## config.mk

```make
export PLATFORM = sky130hd
export DESIGN_NAME = eeburst_loader
export DESIGN_NICKNAME = d
export VERILOG_FILES = /design/src/rtl/ebl_pkg.sv /design/src/rtl/ebl_fetch.sv /design/src/rtl/ebl_pack.sv /design/src/rtl/eeburst_loader.sv
export SDC_FILE = /design/constraint.sdc
export NUM_CORES = 1
export LEC_CHECK = 0
export BUFFER_PORTS_ARGS = -buffer_cell sky130_fd_sc_hd__clkbuf_2
export CAP_MARGIN = 20
export CELL_PAD_IN_SITES_DETAIL_PLACEMENT = 1
export CELL_PAD_IN_SITES_GLOBAL_PLACEMENT = 1
export CORE_UTILIZATION = 30
export CTS_CLUSTER_SIZE = 12
export DETAILED_ROUTE_END_ITERATION = 6
export GPL_TIMING_DRIVEN = 0
export PLACE_DENSITY_LB_ADDON = 0.15
export SETUP_SLACK_MARGIN = 0.15
export SYNTH_ARGS = -nofsm -noshare
export SYNTH_HDL_FRONTEND = slang
export SYNTH_HIERARCHICAL = 1
export SYNTH_SLANG_ARGS = --single-unit
```

## constraint.sdc

```tcl
create_clock -name clk -period 5.35 [get_ports clk]
set_input_delay 0.535 -clock clk [delete_from_list [all_inputs] [get_ports clk]]
set_output_delay 0.535 -clock clk [all_outputs]
set_load 0.01 [all_outputs]
```

## src/rtl/ebl_pkg.sv

```systemverilog
package ebl_pkg;
    localparam logic [7:0] EBL_GATE_VALUE  = 8'hA5;
    localparam int         EBL_GATE_OFFSET = 12;

    typedef enum logic [2:0] {
        ST_GATE,
        ST_NBURST,
        ST_INDEX,
        ST_COUNT,
        ST_DATA,
        ST_WRITE,
        ST_IDLE
    } ebl_state_e;
endpackage

```

## src/rtl/ebl_fetch.sv

```systemverilog
module ebl_fetch #(
    parameter int ROM_AW = 11,
    parameter int START  = 12
) (
    input  logic              clk,
    input  logic              rst_n,
    input  logic              want,
    input  logic              rom_valid,
    output logic              rom_req,
    output logic [ROM_AW-1:0] rom_addr,
    output logic              got
);
    typedef struct packed {
        logic [ROM_AW-1:0] ptr;
    } fetch_s;

    fetch_s s_d, s_q;

    always_comb begin
        s_d = s_q;
        if (want && rom_valid) begin
            s_d.ptr = s_q.ptr + ROM_AW'(1);
        end
    end

    always_ff @(posedge clk or negedge rst_n) begin
        if (!rst_n) begin
            s_q.ptr <= ROM_AW'(START);
        end else begin
            s_q <= s_d;
        end
    end

    assign rom_req  = want;
    assign rom_addr = s_q.ptr;
    assign got      = want && rom_valid;

    p_req_hold_r9: assert property (@(posedge clk) disable iff (!rst_n)
        rom_req && !rom_valid |=> rom_req && $stable(rom_addr));
    p_addr_step_r9: assert property (@(posedge clk) disable iff (!rst_n)
        got |=> rom_addr == $past(rom_addr) + ROM_AW'(1));
endmodule

```

## src/rtl/ebl_pack.sv

```systemverilog
module ebl_pack (
    input  logic        clk,
    input  logic        rst_n,
    input  logic        load,
    input  logic [7:0]  byte_in,
    output logic [31:0] word,
    output logic        last
);
    typedef struct packed {
        logic [31:0] word;
        logic [1:0]  lane;
    } pack_s;

    pack_s s_d, s_q;

    always_comb begin
        s_d = s_q;
        if (load) begin
            s_d.word = {byte_in, s_q.word[31:8]};
            s_d.lane = s_q.lane + 2'd1;
        end
    end

    always_ff @(posedge clk or negedge rst_n) begin
        if (!rst_n) begin
            s_q <= '0;
        end else begin
            s_q <= s_d;
        end
    end

    assign word = s_q.word;
    assign last = load && (s_q.lane == 2'd3);

    p_shift_in_r5: assert property (@(posedge clk) disable iff (!rst_n)
        load |=> word[31:24] == $past(byte_in));
    p_hold_idle_r5: assert property (@(posedge clk) disable iff (!rst_n)
        !load |=> $stable(word));
endmodule

```

## src/rtl/eeburst_loader.sv

```systemverilog
module eeburst_loader
    import ebl_pkg::*;
#(
    parameter int         ROM_AW     = 11,
    parameter int         REG_AW     = 10,
    parameter int         GATE_OFS   = EBL_GATE_OFFSET,
    parameter logic [7:0] GATE_VALUE = EBL_GATE_VALUE
) (
    input  logic              clk,
    input  logic              rst_n,
    input  logic              irq_en,
    output logic              rom_req,
    output logic [ROM_AW-1:0] rom_addr,
    input  logic              rom_valid,
    input  logic [7:0]        rom_data,
    output logic              wr_valid,
    output logic [REG_AW-1:0] wr_addr,
    output logic [31:0]       wr_data,
    input  logic              wr_ack,
    output logic              busy,
    output logic              irq
);
    localparam int WIDX_W = REG_AW - 2;

    typedef struct packed {
        ebl_state_e        state;
        logic [7:0]        bursts;
        logic [7:0]        words;
        logic [WIDX_W-1:0] widx;
        logic              irq;
    } ctl_s;

    ctl_s s_d, s_q;

    logic        want;
    logic        got;
    logic        pack_load;
    logic        pack_last;
    logic [31:0] pack_word;

    ebl_fetch #(.ROM_AW(ROM_AW), .START(GATE_OFS)) u_fetch (
        .clk      (clk),
        .rst_n    (rst_n),
        .want     (want),
        .rom_valid(rom_valid),
        .rom_req  (rom_req),
        .rom_addr (rom_addr),
        .got      (got)
    );

    ebl_pack u_pack (
        .clk    (clk),
        .rst_n  (rst_n),
        .load   (pack_load),
        .byte_in(rom_data),
        .word   (pack_word),
        .last   (pack_last)
    );

    always_comb begin
        s_d       = s_q;
        s_d.irq   = 1'b0;
        want      = 1'b0;
        pack_load = 1'b0;
        case (s_q.state)
            ST_GATE: begin
                want = 1'b1;
                if (got) begin
                    s_d.state = (rom_data == GATE_VALUE) ? ST_NBURST : ST_IDLE;
                end
            end
            ST_NBURST: begin
                want = 1'b1;
                if (got) begin
                    s_d.bursts = rom_data;
                    s_d.state  = (rom_data == 8'd0) ? ST_IDLE : ST_INDEX;
                end
            end
            ST_INDEX: begin
                want = 1'b1;
                if (got) begin
                    s_d.widx  = WIDX_W'(rom_data);
                    s_d.state = ST_COUNT;
                end
            end
            ST_COUNT: begin
                want = 1'b1;
                if (got) begin
                    if (rom_data != 8'd0) begin
                        s_d.words = rom_data;
                        s_d.state = ST_DATA;
                    end else if (s_q.bursts == 8'd1) begin
                        s_d.state = ST_IDLE;
                    end else begin
                        s_d.bursts = s_q.bursts - 8'd1;
                        s_d.state  = ST_INDEX;
                    end
                end
            end
            ST_DATA: begin
                want      = 1'b1;
                pack_load = got;
                if (got && pack_last) begin
                    s_d.state = ST_WRITE;
                end
            end
            ST_WRITE: begin
                if (wr_ack) begin
                    s_d.widx = s_q.widx + WIDX_W'(1);
                    if (s_q.words != 8'd1) begin
                        s_d.words = s_q.words - 8'd1;
                        s_d.state = ST_DATA;
                    end else if (s_q.bursts == 8'd1) begin
                        s_d.state = ST_IDLE;
                    end else begin
                        s_d.bursts = s_q.bursts - 8'd1;
                        s_d.state  = ST_INDEX;
                    end
                end
            end
            default: begin
                s_d.state = ST_IDLE;
            end
        endcase
        if (s_d.state == ST_IDLE && s_q.state != ST_IDLE) begin
            s_d.irq = irq_en;
        end
    end

    always_ff @(posedge clk or negedge rst_n) begin
        if (!rst_n) begin
            s_q.state  <= ST_GATE;
            s_q.bursts <= '0;
            s_q.words  <= '0;
            s_q.widx   <= '0;
            s_q.irq    <= 1'b0;
        end else begin
            s_q <= s_d;
        end
    end

    assign wr_valid = (s_q.state == ST_WRITE);
    assign wr_addr  = {s_q.widx, 2'b00};
    assign wr_data  = pack_word;
    assign busy     = (s_q.state != ST_IDLE);
    assign irq      = s_q.irq;

    p_wr_hold_r8: assert property (@(posedge clk) disable iff (!rst_n)
        wr_valid && !wr_ack |=> wr_valid && $stable(wr_addr) && $stable(wr_data));
    p_no_overlap_r12: assert property (@(posedge clk) disable iff (!rst_n)
        !(wr_valid && rom_req));
    p_busy_sticky_r10: assert property (@(posedge clk) disable iff (!rst_n)
        !busy |=> !busy);
    p_irq_single_r11: assert property (@(posedge clk) disable iff (!rst_n)
        irq |=> !irq);
    p_irq_idle_r11: assert property (@(posedge clk) disable iff (!rst_n)
        irq |-> !busy && $past(irq_en) && $past(busy));
    p_idle_quiet_r2: assert property (@(posedge clk) disable iff (!rst_n)
        !busy |-> !rom_req && !wr_valid);
endmodule

```

==> results of run 1 <==
[state kept, by name, summed over array words and instances (netlist names)]
name and flops:
s_q 19, wr_addr 8, irq 1, u_pack/word 32
u_fetch/rom_addr 11, u_pack/s_q 2
[per-stage QoR]
stage / cells / cell area [µm²]
2_1_floorplan: 378 / 4110
3_5_place_dp: 622 / 4700
5_1_grt: 639 / 5010
4_1_cts: 638 / 5000
3_3_place_gp: 621 / 4670
6_report: 639 / 5010
[cells in the final DEF, fill, tap and decap left out, types with 7 or more instances in the layout]
master / synthesis / layout
nand3_1: 13 / 13
clkbuf_2: 1 / 68
dfrtp_1: 71 / 71
inv_1: 10 / 10
nor3_1: 7 / 7
ha_1: 7 / 7
nor2_1: 21 / 21
xor2_1: 7 / 7
mux2_4: 28 / 28
clkbuf_16: 0 / 9
nand2_1: 19 / 19
o21ai_0: 27 / 27
xnor2_1: 7 / 7
a21oi_1: 15 / 15
buf_4: 43 / 43
[worst register-to-register path, cell delays in order (launching register included)]
cell and delay (ps):
dfrtp_1 430, clkbuf_1 400, o21ai_0 270, nand2_2 170
clkinv_2 200, and3_1 230, buf_6 150, buf_12 150
and2_1 130, inv_1 60, o22ai_1 80, a211oi_1 230
o41ai_1 160, and4bb_1 280
[worst max path at each step]
stage	startpoint	endpoint	slack, ps	cells after the start
after floorplan	s_q[27]$_DFF_PN0_	irq$_DFF_PN0_	2910	13
after CTS	s_q[27]$_DFF_PN0_	irq$_DFF_PN0_	2320	13
after global placement	s_q[27]$_DFF_PN0_	irq$_DFF_PN0_	2350	13
final	s_q[27]$_DFF_PN0_	irq$_DFF_PN0_	2360	13
after global routing	s_q[27]$_DFF_PN0_	irq$_DFF_PN0_	2160	13
after detailed placement	s_q[27]$_DFF_PN0_	irq$_DFF_PN0_	2340	13
[cell families (layout without fill, tap and decap cells)]
kind of cell / Yosys count / after routing / synth area share [%]
compound gates: 79 / 79 / 12.2
xor+xnor: 14 / 14 / 2.99
fa+ha+maj: 7 / 7 / 2.13
buf+inv: 66 / 151 / 11.8
flops: 73 / 73 / 44.5
mux: 34 / 34 / 11.9
other cells: 1 / 2 / 0.0913
simple gates: 103 / 103 / 14.3
[metal layers]
layer	vias to the layer above	global-route usage (%)	wire length [µm]
met5	-	0	0
met3	15	3.83	413
li1	1472	-	-
met1	1570	21.4	4880
met2	60	24.2	4790
met4	0	7.44	217
[layout make-up]
| cell class | instances | area [µm²] |
|---|---|---|
| tap | 176 | 220 |
| multi-input combinational | 239 | 1800 |
| sequential | 73 | 1830 |
| timing repair buffer | 69 | 370 |
| clock inverter | 7 | 83.8 |
| buffer | 55 | 443 |
| fill | 1500 | 8290 |
| clock buffer | 9 | 225 |
| inverter | 11 | 42.5 |
[where the power goes]
part	switching, mW	total (mW)	internal, mW	leakage [nW]
logic	0.508	1.12	0.613	1.30
registers	0.211	0.987	0.776	0.925
clock network	0.271	0.641	0.370	0.149
==> results.json, run 1 <==
{
  "status": "finished, final reports clean",
  "cts_root_buf": "clkbuf_16",
  "yosysMostFrequentCell": "dfrtp_1",
  "critPathKind": "reg -> reg",
  "max-vdd-ir-drop_v": 0.000163,
  "grt_antenna_before_repair": 0,
  "synth_area_um2": 4110,
  "gp_congestion": 0.742,
  "areaGrowthSynthToFinish_pct": 22.0,
  "cts_buffers": 9,
  "grt_first_pass_wirelength_mm": 17.5,
  "slowest_stage": "dfrtp_1",
  "cp-end-kind": "register",
  "nNetsFinal": 478,
  "reg2reg_slack_ps": 2360,
  "synth_top_area_share_pct": 43.3,
  "path_cells": "clkbuf_1 > o21ai_0 > nand2_2 > clkinv_2 > and3_1 > buf_6 > buf_12 > and2_1 > inv_1 > o22ai_1 > a211oi_1 > o41ai_1 > and4bb_1",
  "die_w_um": 119,
  "total_power_mw": 2.75,
  "initial_utilization_pct": 30.9,
  "drt_first_iter_violations": 125,
  "synth-seq-cells": 73,
  "pre_cts_ws_ps": 2340,
  "yosysTopAreaCell": "dfrtp_1",
  "ant_nets": 0,
  "portBuffers": 67,
  "cp_max_fo": 14,
  "synth_async_sr_flop_share_pct": 100,
  "synth_commonest_cells": "dfrtp_1, buf_4, mux2_4",
  "synth_edf_count": 0,
  "clk_pin_slew_ps": 70,
  "power.density_nw_per_um2": 549,
  "slew_headroom_pct": 48.2,
  "dp_hpwl_mm": 7.53,
  "cts-hold-fix-buffers": 0,
  "drv_slew": 0,
  "reg2reg_depth": 13,
  "fin_setup_tns_ps": 0,
  "yosys_warnings": 6,
  "track_usage_pct": 16.0,
  "period_needed_ps": 2990,
  "grt_max_degree": 48,
  "clock_tree.htree_level_count": 3,
  "routed_wl_mm": 10.3,
  "syn_inst": 377,
  "vias": 3117,
  "fp.dieH_um": 119,
  "via_per_inst": 4.88,
  "die-area_um2": 14200,
  "worstSkewPairLatency_ps": 350,
  "finalSetupViolCount": 0,
  "post_drt_wl_per_cell_um": 16.1,
  "synth-main-ff-cell": "dfrtp_1",
  "cp-start-kind": "register",
  "max_freq_ghz": 0.334,
  "hold_class": "in -> async",
  "grt_pass1_vias": 3277,
  "setup_ws_ps": 2360,
  "clock_sinks": 73,
  "cts.path.max_buffers": 2,
  "cts_tree": "yes",
  "post-route-util_pct": 37.7,
  "timing.max_cap.violations": 0,
  "core-area_um2": 13300,
  "diodes": 0,
  "overflow": 0,
  "cts_resized": 0,
  "crit_family": "buffers and inverters",
  "rr_startpoint": "s_q[27]$_DFF_PN0_",
  "period_share_pct": 55.9,
  "first_pass_iters": 4,
  "avgSynthCellArea_um2": 10.9,
  "post_cts_buffers": 0,
  "worst_pin_slew_ps": 771,
  "path_buf_inv": 5,
  "placementRows": 42,
  "crit_arrival_ps": 3270,
  "io_pins": 70,
  "synthTopCellsByArea": "dfrtp_1, mux2_4, buf_4",
  "fin_worst_skew_ps": 6.93,
  "rsz0062_at_grt": "false",
  "hold_viol_final": 0,
  "synth_cell_types": 59,
  "drc": 0,
  "yosysSeqAreaShare_pct": 44.5,
  "worstPathRequired_ps": 5630,
  "r2r-end": "irq$_DFF_PN0_",
  "drive_gt1_share_pct": 39.5,
  "power.leakage_nw": 2.37,
  "hold_slack_ps": 143,
  "max_stage_delay_ps": 430
}
(Power assumes the default switching activity.)
==> run 2: changes to the inputs <==
Clock period 5.35 ns to 3 ns, I/O delays scaled along.
==> run 2 against run 1 <==
Critical path depth stayed put. Design area is 0.32% higher. Maximum frequency is 16% higher. Combinational power is 79% higher. Cell count stayed put. Sequential share of layout area is 0.12 points lower. Global-route usage stayed put. Die area stayed put. Core utilization is 0.12 points higher. Via count is 0.67% lower. Worst hold slack better by 120 ps. Worst setup slack worse by 1900 ps. Largest cell class unchanged. Highest routed layer unchanged.
==> results.json, run 2 (same netlist as run 1, synthesis figures left out) <==
{
  "overflow": 0,
  "cp-start-kind": "register",
  "pre_cts_ws_ps": -5.62,
  "seq_power_share_pct": 35.8,
  "first_pass_iters": 4,
  "cts.path.max_buffers": 2,
  "clk_pin_slew_ps": 70,
  "timing.max_cap.violations": 0,
  "finalSetupViolCount": 0,
  "grt_max_degree": 48,
  "die-area_um2": 14200,
  "vias": 3096,
  "r2r-end": "irq$_DFF_PN0_",
  "cts_root_buf": "clkbuf_16",
  "path_cells": "clkbuf_2 > o21ai_1 > nand2_2 > inv_4 > and3_1 > buf_6 > buf_12 > and2_1 > inv_1 > o22ai_1 > a211oi_1 > o41ai_1 > and4bb_1",
  "cp.depth": 13,
  "swShare_pct": 36.0,
  "rr_startpoint": "s_q[25]$_DFF_PN0_",
  "hold_viol_final": 0,
  "core-area_um2": 13300,
  "fillers": 1498,
  "track_usage_pct": 16.0,
  "path_buf_inv": 5,
  "grt_first_pass_wirelength_mm": 17.5,
  "cp-endpoint": "irq$_DFF_PN0_",
  "cp-end-kind": "register",
  "routed_wl_mm": 10.3,
  "worst_pin_slew_ps": 752,
  "instances_no_fill": 639,
  "largest_register_ffs": 32,
  "gp_congestion": 0.742,
  "clock_tree.htree_level_count": 3,
  "total_power_mw": 4.91,
  "worstPathRequired_ps": 3230,
  "ant_nets": 0,
  "design_area_um2": 5030,
  "post_drt_wl_per_cell_um": 16.1,
  "clockPowerShare_pct": 23.3,
  "io_pins": 70,
  "slew_headroom_pct": 49.5,
  "dpl-instance-area_um2": 4700,
  "crit_arrival_ps": 2810,
  "cts_tree": "yes",
  "period_needed_ps": 2580,
  "setup_ws_ps": 420,
  "worstHoldStart": "rom_valid",
  "hold_slack_ps": 265,
  "rsz0062_at_grt": "false",
  "final_cell_mix": "dfrtp_1, clkbuf_2, buf_4",
  "clock_sinks": 73,
  "placementRows": 42,
  "drive_gt1_share_pct": 40.0,
  "drv_slew": 0,
  "status": "finished, final reports clean",
  "via_per_inst": 4.85,
  "grt_antenna_before_repair": 0,
  "initial_utilization_pct": 30.9,
  "critPathKind": "reg -> reg",
  "dp_hpwl_mm": 7.53,
  "placed_cells": 622,
  "slowest_stage": "dfrtp_1",
  "drc": 0,
  "fin_worst_skew_ps": 6.81,
  "cts_buffers": 9,
  "diodes": 0,
  "combPwrFrac_pct": 40.9,
  "crit_family": "buffers and inverters",
  "die_w_um": 119,
  "hold_class": "in -> reg",
  "reg2reg_slack_ps": 420,
  "areaGrowthSynthToFinish_pct": 22.4,
  "max_freq_ghz": 0.388,
  "max_stage_delay_ps": 410,
  "fp.dieH_um": 119,
  "reg2reg_depth": 13,
  "portBuffers": 67,
  "power.density_nw_per_um2": 977,
  "startpoint": "s_q[25]$_DFF_PN0_",
  "p_int_mw": 3.14,
  "power.leakage_nw": 2.38,
  "final_common_cell": "dfrtp_1",
  "period_share_pct": 86.0,
  "p_switching_mw": 1.77,
  "grt_pass1_vias": 3277,
  "worstSkewPairLatency_ps": 350,
  "cp_max_fo": 14,
  "drt_first_iter_violations": 114,
  "max-vdd-ir-drop_v": 0.000291,
  "nNetsFinal": 478
}
run 2: cell count changes in the layout (fill, tap and decap cells not counted), sizes merged:
cell         before  now
clkbuf           81   80
clkinv            2    1
dlygate4sd3       0    1
inv              14   15
run 2: worst min-delay path by stage:
stage | cells after the start | endpoint | slack [ps]
final | 3 | u_fetch/rom_addr[0]$_DFFE_PN0P_ | 270
after global placement | 1 | u_fetch/rom_addr[10]$_DFFE_PN0P_ | 460
after global routing | 3 | u_fetch/rom_addr[0]$_DFFE_PN0P_ | 290
after CTS | 3 | u_fetch/rom_addr[0]$_DFFE_PN0P_ | 230
after detailed placement | 1 | u_pack/word[5]$_DFFE_PN0P_ | 290
after floorplan | 0 | irq$_DFF_PN0_ | 4
run 2: layout make-up:
| type | count | area, µm² | share of cell area [%] |
|---|---|---|---|
| inverter | 11 | 43.8 | 0.871 |
| sequential | 73 | 1830 | 36.4 |
| timing repair buffer | 69 | 375 | 7.47 |
| clock inverter | 7 | 83.8 | 1.67 |
| multi-input combinational | 239 | 1800 | 35.8 |
| clock buffer | 9 | 225 | 4.48 |
| tap | 176 | 220 | 4.38 |
| buffer | 55 | 448 | 8.91 |
run 2: through the flow:
stage | TNS (ps) | utilization, %
after floorplan | 0 | -
after global placement | -0.458 | 35.1
after detailed placement | -5.62 | 35.3
after CTS | 0 | 37.8
after global routing | 0 | 37.8
final | 0 | 37.8
run 2: power groups by stage:
stage	clock network [mW]	registers, mW	logic (mW)
floorplan	0	1.69	1.46
global placement	0	1.76	1.99
detailed placement	0	1.78	2.03
CTS	1.19	1.77	2.04
global route	1.23	1.83	2.22
finish	1.14	1.76	2.01
run 2: what timing repair did:
action / CTS / global route
endpoints found under the hold margin: 26 / 0
pin swaps: 0 / 0
endpoints found under the setup margin: 2 / 5
hold buffers: 1 / 0
gates resized for setup: 3 / 4
setup buffers: 0 / 0
run 2: worst register-to-register path: stages, from the launching register on:
cell      delay (ps)
dfrtp_1          410
clkbuf_2         210
o21ai_1          240
nand2_2          130
inv_4            160
and3_1           200
buf_6            170
buf_12           160
and2_1           130
inv_1             40
o22ai_1          130
a211oi_1          90
o41ai_1          150
and4bb_1         250
run 2: layer usage:
metal  global-route usage [%]  routed length, µm
met5                        0                  0
met4                     7.44                253
met3                     3.78                423
met2                     24.2               4740
met1                     21.5               4880
